## src/rtl/adc_dma_seq.sv

```systemverilog
module adc_dma_seq #(
  parameter int DEPTH = 64,
  parameter int CW    = 16,
  parameter int MAW   = 16,
  localparam int PW   = $clog2(DEPTH)
) (
  input  logic           clk,
  input  logic           rst_n,
  input  logic           reg_we,
  input  logic [PW:0]    reg_addr,
  input  logic [7:0]     reg_wdata,
  input  logic           start,
  input  logic           adc0_rdy,
  input  logic [15:0]    adc0_data,
  input  logic           adc1_rdy,
  input  logic [15:0]    adc1_data,
  output logic           adc_wait,
  output logic           adc0_diff,
  output logic           mem_we,
  output logic [MAW-1:0] mem_addr,
  output logic [7:0]     mem_wdata,
  output logic           busy,
  output logic           done,
  output logic [PW-1:0]  ins_ptr
);
  typedef enum logic [1:0] {S_IDLE, S_FETCH, S_WAIT, S_WR} st_t;

  st_t            st;
  logic [3:0]     ibuf [DEPTH];
  logic [PW-1:0]  bnd, ptr;
  logic [CW-1:0]  lim, rcnt;
  logic [MAW-1:0] base, addr;
  logic [2:0]     sel;
  logic           got0, got1, done_q;
  logic [15:0]    s0, s1;
  logic [1:0]     bidx;

  wire        cfg_we = reg_we && reg_addr[PW];
  wire [3:0]  fi     = ibuf[ptr];
  wire        fi_eop = (fi[2:0] == 3'b000);
  wire        need0  = sel[0] | sel[2];
  wire        need1  = sel[1];
  wire [1:0]  last   = (need0 && need1) ? 2'd3 : 2'd1;
  wire        use1   = need1 && !bidx[1];
  wire [15:0] smp    = use1 ? s1 : s0;
  wire        ready  = (got0 || !need0) && (got1 || !need1);

  assign adc_wait  = (st == S_WAIT);
  assign adc0_diff = (st == S_WAIT || st == S_WR) && sel[2];
  assign mem_we    = (st == S_WR);
  assign mem_addr  = addr;
  assign mem_wdata = bidx[0] ? smp[7:0] : smp[15:8];
  assign busy      = (st != S_IDLE);
  assign done      = done_q;
  assign ins_ptr   = ptr;

  always_ff @(posedge clk) begin
    if (reg_we && !reg_addr[PW]) ibuf[reg_addr[PW-1:0]] <= reg_wdata[7:4];
  end

  always_ff @(posedge clk or negedge rst_n) begin
    if (!rst_n) begin
      st <= S_IDLE; ptr <= '0; bnd <= '0; lim <= '0; base <= '0;
      rcnt <= '0; addr <= '0; sel <= '0; got0 <= 1'b0; got1 <= 1'b0;
      s0 <= '0; s1 <= '0; bidx <= '0; done_q <= 1'b0;
    end else begin
      done_q <= 1'b0;
      if (cfg_we) begin
        case (reg_addr[2:0])
          3'd0: bnd        <= reg_wdata[PW-1:0];
          3'd1: lim[7:0]   <= reg_wdata;
          3'd2: lim[15:8]  <= reg_wdata;
          3'd3: base[7:0]  <= reg_wdata;
          3'd4: base[15:8] <= reg_wdata;
          default: ;
        endcase
      end
      case (st)
        S_IDLE: if (start) begin
          ptr <= bnd; rcnt <= lim; addr <= base; st <= S_FETCH;
        end
        S_FETCH: begin
          sel <= fi[2:0]; got0 <= 1'b0; got1 <= 1'b0; bidx <= '0;
          if (fi_eop) begin
            ptr <= bnd;
            if (!fi[3]) begin st <= S_IDLE; done_q <= 1'b1; end
          end else st <= S_WAIT;
        end
        S_WAIT: begin
          if (adc0_rdy && need0) begin s0 <= adc0_data; got0 <= 1'b1; end
          if (adc1_rdy && need1) begin s1 <= adc1_data; got1 <= 1'b1; end
          if (ready) st <= S_WR;
        end
        S_WR: begin
          bidx <= bidx + 2'd1;
          addr <= addr + 1'b1;
          if (bidx == last) begin
            st <= S_FETCH;
            if (rcnt == CW'(1)) begin
              rcnt <= lim; ptr <= ptr + 1'b1;
            end else rcnt <= rcnt - 1'b1;
          end
        end
        default: st <= S_IDLE;
      endcase
    end
  end
endmodule

```

## config.mk

```make
export PLATFORM = sky130hd
export DESIGN_NAME = adc_dma_seq
export DESIGN_NICKNAME = d
export VERILOG_FILES = /design/src/rtl/adc_dma_seq.sv
export SDC_FILE = /design/constraint.sdc
export NUM_CORES = 1
export LEC_CHECK = 0
export ABC_CLOCK_PERIOD_IN_PS = 6400
export BUFFER_PORTS_ARGS = -buffer_cell sky130_fd_sc_hd__buf_2
export CORE_AREA = 2 2 235 237
export CTS_CLUSTER_DIAMETER = 200
export DETAILED_ROUTE_END_ITERATION = 8
export DIE_AREA = 0 0 237 239
export PLACE_DENSITY_LB_ADDON = 0.25
export SYNTH_ARGS = -nofsm -noshare
export SYNTH_HDL_FRONTEND = slang
export SYNTH_SLANG_ARGS = --single-unit
```

## constraint.sdc

```tcl
create_clock -name clk -period 6.4 [get_ports clk]
set_input_delay 0.64 -clock clk [delete_from_list [all_inputs] [get_ports clk]]
set_output_delay 0.64 -clock clk [all_outputs]
set_load 0.005 [all_outputs]
```

# ---- Yosys cells after proc, flatten, opt, wreduce, memory -nomap -nowiden
# Memories as Yosys holds them, arrays and structs flattened.
# Index checks and enable logic that the tools add are counted.
dict set report classes {
  add_sub_neg 4
  eq_ne 17
  mux 30
  bitwise 1
  reduce_logical 36
}
# operator n
set ops {}
lappend ops {{two-way mux 16 bit} 5}
lappend ops {{one-hot mux 16 bit (2 select lines)} 2}
lappend ops {{two-way mux 6 bit} 4}
lappend ops {{AND reduction 2 bit} 10}
lappend ops {{one-hot mux 6 bit (3 select lines)} 1}
lappend ops {{adder 16 x 1 -> 16 bit (second input constant)} 1}
lappend ops {{== test 16 x 1 -> 1 bit (second input constant)} 1}
lappend ops {{subtractor 16 x 1 -> 16 bit (second input constant)} 1}
lappend ops {{two-way mux 2 bit} 6}
lappend ops {{inequality test 2 x 1 -> 1 bit (second input constant)} 5}
lappend ops {{logical AND 1 bit} 8}
lappend ops {{two-way mux 8 bit} 1}
lappend ops {{one-hot mux 2 bit (4 select lines)} 1}
lappend ops {{nonzero test 2 bit} 4}
lappend ops {{two-way mux 1 bit} 7}
lappend ops {{adder 6 x 1 -> 6 bit (second input constant)} 1}
lappend ops {{== test 3 x 2 -> 1 bit (second input constant)} 2}
lappend ops {{zero test 3 bit} 2}
lappend ops {{AND reduction 5 bit} 1}
lappend ops {{== test 2 bit (second input constant)} 2}
lappend ops {{zero test 1 bit} 4}
lappend ops {{inequality test 2 bit (second input constant)} 2}
lappend ops {{one-hot mux 1 bit (2 select lines)} 2}
lappend ops {{one-hot mux 2 bit (2 select lines)} 1}
lappend ops {{12 further kinds} 14}
dict set report totals {
  reg_bits 118
  mem_bits_rw 256
  memories 1
}
# name depth word_bits read_ports rd_ports_with_merged_regs wr line
set memory_table {}
lappend memory_table {ibuf 64 4 1 0 1 29} ;# logic [3:0] ibuf [DEPTH];

# ---- Depth between registers and ports, before layout
dict set report depth {
  ltp_word 6
  mapped_depth 12
  ltp_nobuf 9
}

# ---- Least setup slack after synthesis
# Ideal clock, no wire load.
dict set report synth_timing {
  kind {flip-flop to flip-flop}
  startpoint {register ptr[0], in the netlist ins_ptr[0]}
  endpoint {register ptr[2], in the netlist ins_ptr[2]}
  setup_time_ps 126
  arrival_ps 2645
  slack_ps 3629
  stages_incl_launch_ff 11
  synth_period_minus_slack_ps 2771
  path_cell_list {dfrtp_1 buf_6 buf_6 buf_4 buf_2 mux2i_1 o221ai_1 o311ai_2 o211ai_4 o31a_1 o311a_1}
}
dict set report synth_via {
  elab_chain_cells 4
}
# item line
set synth_lines {}
lappend synth_lines {{start: declaration} 30} ;# logic [PW-1:0] bnd, ptr;
lappend synth_lines {{start signal: assignment} 85} ;# ptr <= bnd;
lappend synth_lines {{start signal: assignment} 100} ;# rcnt <= lim; ptr <= ptr + 1'b1;
lappend synth_lines {{memory (64 x 4 bit) / adder 6 x 1 -> 6 bit (equally long branches)} -}
lappend synth_lines {{zero test 3 bit / two-way mux 6 bit (equally long branches)} {40, 99}}
lappend synth_lines {{inequality test 2 bit (no line) / two-way mux 6 bit (equally long branches)} -}
lappend synth_lines {{AND reduction 5 bit (no line) / one-hot mux 6 bit (3 select lines) (equally long branches)} -}
# Parallel ways exist; a longest one is shown, timed or not. The select of a mux whose other input is x is not followed.
# A chain may end at the register's enable or synchronous reset.

# ---- Final worst setup path
dict set report layout_timing {
  startpoint {register ptr[0], in the netlist ins_ptr[0]}
  endpoint {register ptr[1], in the netlist ins_ptr[1]}
}
# The elaborated chain is that of the path after synthesis.

==> qor.yml <==
status:
  run_status: "finished, final reports clean"
synth:
  number_of_flops_mapped_to_enable_cells_by_yosys: 256
  sequential_area_share_after_synthesis_pct: 66.27
  synth.cell_area_um2: 16060
  postSynthRegisterBits: 374
  synth_area_per_cell_um2: 15.35
  post_synth_inst_count: 1046
  synth_cell_types: 62
  ys.flop_type: "sky130_fd_sc_hd__edfxtp_1"
  synth-async-reset-ratio_pct: 31.55
  yosys_warnings: 0
  mappedNetlistNets: 1108
finish:
  fin_nets: 1203
  register_area_um2: 10650
  mostFrequentLayoutCells: "sky130_fd_sc_hd__edfxtp_1, sky130_fd_sc_hd__dfrtp_1, sky130_fd_sc_hd__nor2_1"
  multi_input_area_um2: 5102
  n_fill_cell: 5177
  final_common_cell: "sky130_fd_sc_hd__edfxtp_1"
  syn_to_final_growth_pct: 16.46
  fraction_of_final_layout_cells_sized_beyond_drive_strength_1_pct: 28.02
power_and_ir_drop:
  cell_internal_pwr_mw: 5.604
  power.share.combinational_pct: 30.0
  p_sw_share_pct: 32.39
  pwr_density_cell_nw_per_um2: 443.3
  p_leak_nw: 6.584
  fin_total_pwr_mw: 8.288
  seq_power_share_pct: 39.7
  pwr-share-clk_pct: 30.2
  switching_power_mw: 2.684
  irDropWorstVdd_v: 0.0001711
worst_setup_path:
  worst-setup-path-type: "reg -> reg"
  timing.reg2reg.setup_slack_ps: 2590
  critPathLaunchType: "register"
  data_required_time_of_the_critical_path_ps: 6840
  worstReg2RegStart: "ins_ptr[0]"
  regToRegEndpoint: "ins_ptr[1]"
  arrival_time_at_the_worst_endpoint_ps: 4240
  critical_path.max_fanout: 42
  timing.reg2reg.worst_path_depth: 8
  setup.worst_path.end_class: "register"
routing:
  first_pass_iters: 5
  detail_route.vias_per_cell: 5.042
  antenna_left: 0
  remaining_drc_errors: 0
  wirelength_routed_um: 39250
  route.vias.total: 9473
  drtIter0Drc: 798
  wl_per_cell_um: 20.89
sta:
  timing_worst_slew_pin_value_ps: 1072
  timing.clock.skew_ps: 20.74
  timing_max_transition_violations_final: 0
  fmaxAchievable_mhz: 262.7
  maxSlewHeadroom_pct: 28.42
  post-route-period-util_pct: 59.48
  final.min_clock_period_ps: 3807
  hold_violations: 0
  rsz0062_at_grt: "no"
  timing.setup.tns_ps: 0
  setup_viol: 0
clocking:
  post_cts_setup_buffers: 0
  cts-hold-fix-buffers: 0
  post_cts_resize_count: 0
  clock_latency_ps: 560
  ctsRootBufferMaster: "sky130_fd_sc_hd__clkbuf_16"
  numCtsBuffers: 41
  cts_htree_levels: 2
  clock_sink_count: 374
  cts_tree: "done"
  clk_path_buf_depth: 3
  clk_pin_slew_worst_paths_ps: 70
placed_design:
  gpl.final_weighted_congestion: 0.7532
  post-dp-hpwl_um: 24910
  port-buffer-count: 87
grt:
  grt_use_total_pct: 13.94
  antenna_found_initial: 2
  grt_remaining_overflow: 0
  grt_pass1_vias: 9744
  grt_start_max_net_pins: 78
  wire_length_of_the_first_global_routing_pass_um: 60530
floorplanning:
  floorplan.io_pins: 88
  rows: 86
  chipWidth_um: 237
  core_um2: 54340
  die_height_um: 239
  die_area_um2: 56640
  initial_core_utilization_pct: 29.55
min_path:
  hold_path.class: "in -> async"
flow_run:
  maxCapViolations: 0
[worst max-delay path, stage by stage (launching register included)]
cell and delay, ps:
sky130_fd_sc_hd__dfrtp_4 930, sky130_fd_sc_hd__buf_12 390, sky130_fd_sc_hd__mux4_2 550, sky130_fd_sc_hd__mux2_2 290, sky130_fd_sc_hd__a221o_1 330, sky130_fd_sc_hd__o311ai_2 170, sky130_fd_sc_hd__o211ai_4 270, sky130_fd_sc_hd__o31ai_2 350
sky130_fd_sc_hd__mux2_1 350
[worst max path at each step]
stage,to,from,cells after the start
floorplan,ins_ptr[2],ins_ptr[0],10
global placement,ins_ptr[1],ins_ptr[0],8
detailed placement,ins_ptr[1],ins_ptr[0],8
CTS,ins_ptr[1],ins_ptr[0],8
global route,ins_ptr[1],ins_ptr[0],8
finish,ins_ptr[1],ins_ptr[0],8
[cells in the mapped netlist, drive strengths merged (2+ instances only)]
library cell / n / area [um2]
a22oi: 8 / 60.06
nand2: 57 / 214.0
nor3: 18 / 90.09
inv: 16 / 60.05
nor2: 96 / 360.4
or3: 5 / 31.28
a221o: 6 / 60.06
o22ai: 17 / 106.4
nand3: 28 / 140.1
a221oi: 4 / 41.29
or3b: 3 / 26.28
and2: 7 / 43.80
a211oi: 4 / 30.03
buf: 20 / 141.4
mux2: 85 / 957.2
mux2i: 28 / 280.3
clkbuf: 32 / 120.1
nand4: 4 / 25.02
o211ai: 6 / 58.81
o21ai: 41 / 205.2
edfxtp: 256 / 7687
a31oi: 5 / 31.28
a21oi: 36 / 180.2
nor4: 8 / 71.32
nand3b: 3 / 22.52
nand2b: 6 / 37.54
ha: 9 / 112.6
o31ai: 3 / 27.52
o31a: 3 / 26.28
or4: 2 / 15.01
dfrtp: 118 / 2953
o221ai: 9 / 78.83
o311ai: 3 / 41.29
nor2b: 7 / 43.79
and3: 13 / 81.33
o32ai: 5 / 43.79
mux4: 64 / 1441
[registers in the layout, indices dropped and copies added (netlist names)]
name and flops:
base 16, bidx 2, bnd 6, done 1, got0 1, got1 1
ibuf 256, ins_ptr 6, lim 16, mem_addr 16, rcnt 16, s0 16
s1 16, sel 3, st 2
[layer usage]
metal	up-vias	part of all wire [%]	track usage [%]
met4	2	2.2	4.545
li1	4292	-	-
met3	57	5.4	2.737
met1	4847	47	19.74
met2	275	45	21.52
met5	-	0.033	0
[per-stage QoR]
stage | utilization (%) | setup WS [ps] | std cells | cell area [um2] | hold slack [ps]
floorplan | - | 3629 | 1046 | 16060 | 344.4
global placement | 31.78 | 2625 | 1802 | 17270 | 476.7
detailed placement | 31.78 | 2576 | 1802 | 17270 | 473.8
CTS | 34.40 | 2551 | 1878 | 18700 | 284.5
global route | 34.41 | 2348 | 1879 | 18700 | 301.8
finish | 34.41 | 2593 | 1879 | 18700 | 273.6
[power groups by stage]
stage / clock [mW] / sequential (mW) / combinational [mW]
after global placement: 0 / 3.34 / 2.48
after floorplan: 0 / 3.14 / 1.92
after detailed placement: 0 / 3.35 / 2.50
final: 2.51 / 3.29 / 2.49
after global routing: 2.67 / 3.36 / 2.72
after CTS: 2.57 / 3.30 / 2.51
[cells by family after synthesis]
family	synth area share, %
simple gates	7.544
buf+inv	2.003
flops	66.27
compound gates	6.686
fa+ha+maj	0.7014
xor+xnor	0.1091
mux	16.68
[cell type report]
cell class,count,share of cell area (%)
antenna,1,0.01338
clock buffer,51,6.022
clock inverter,25,1.619
inverter,16,0.3212
multi-input combinational,604,27.29
sequential,374,56.93
tap,704,4.711
timing repair buffer,104,3.092
Note: power is estimated with default switching activity, not from simulation.
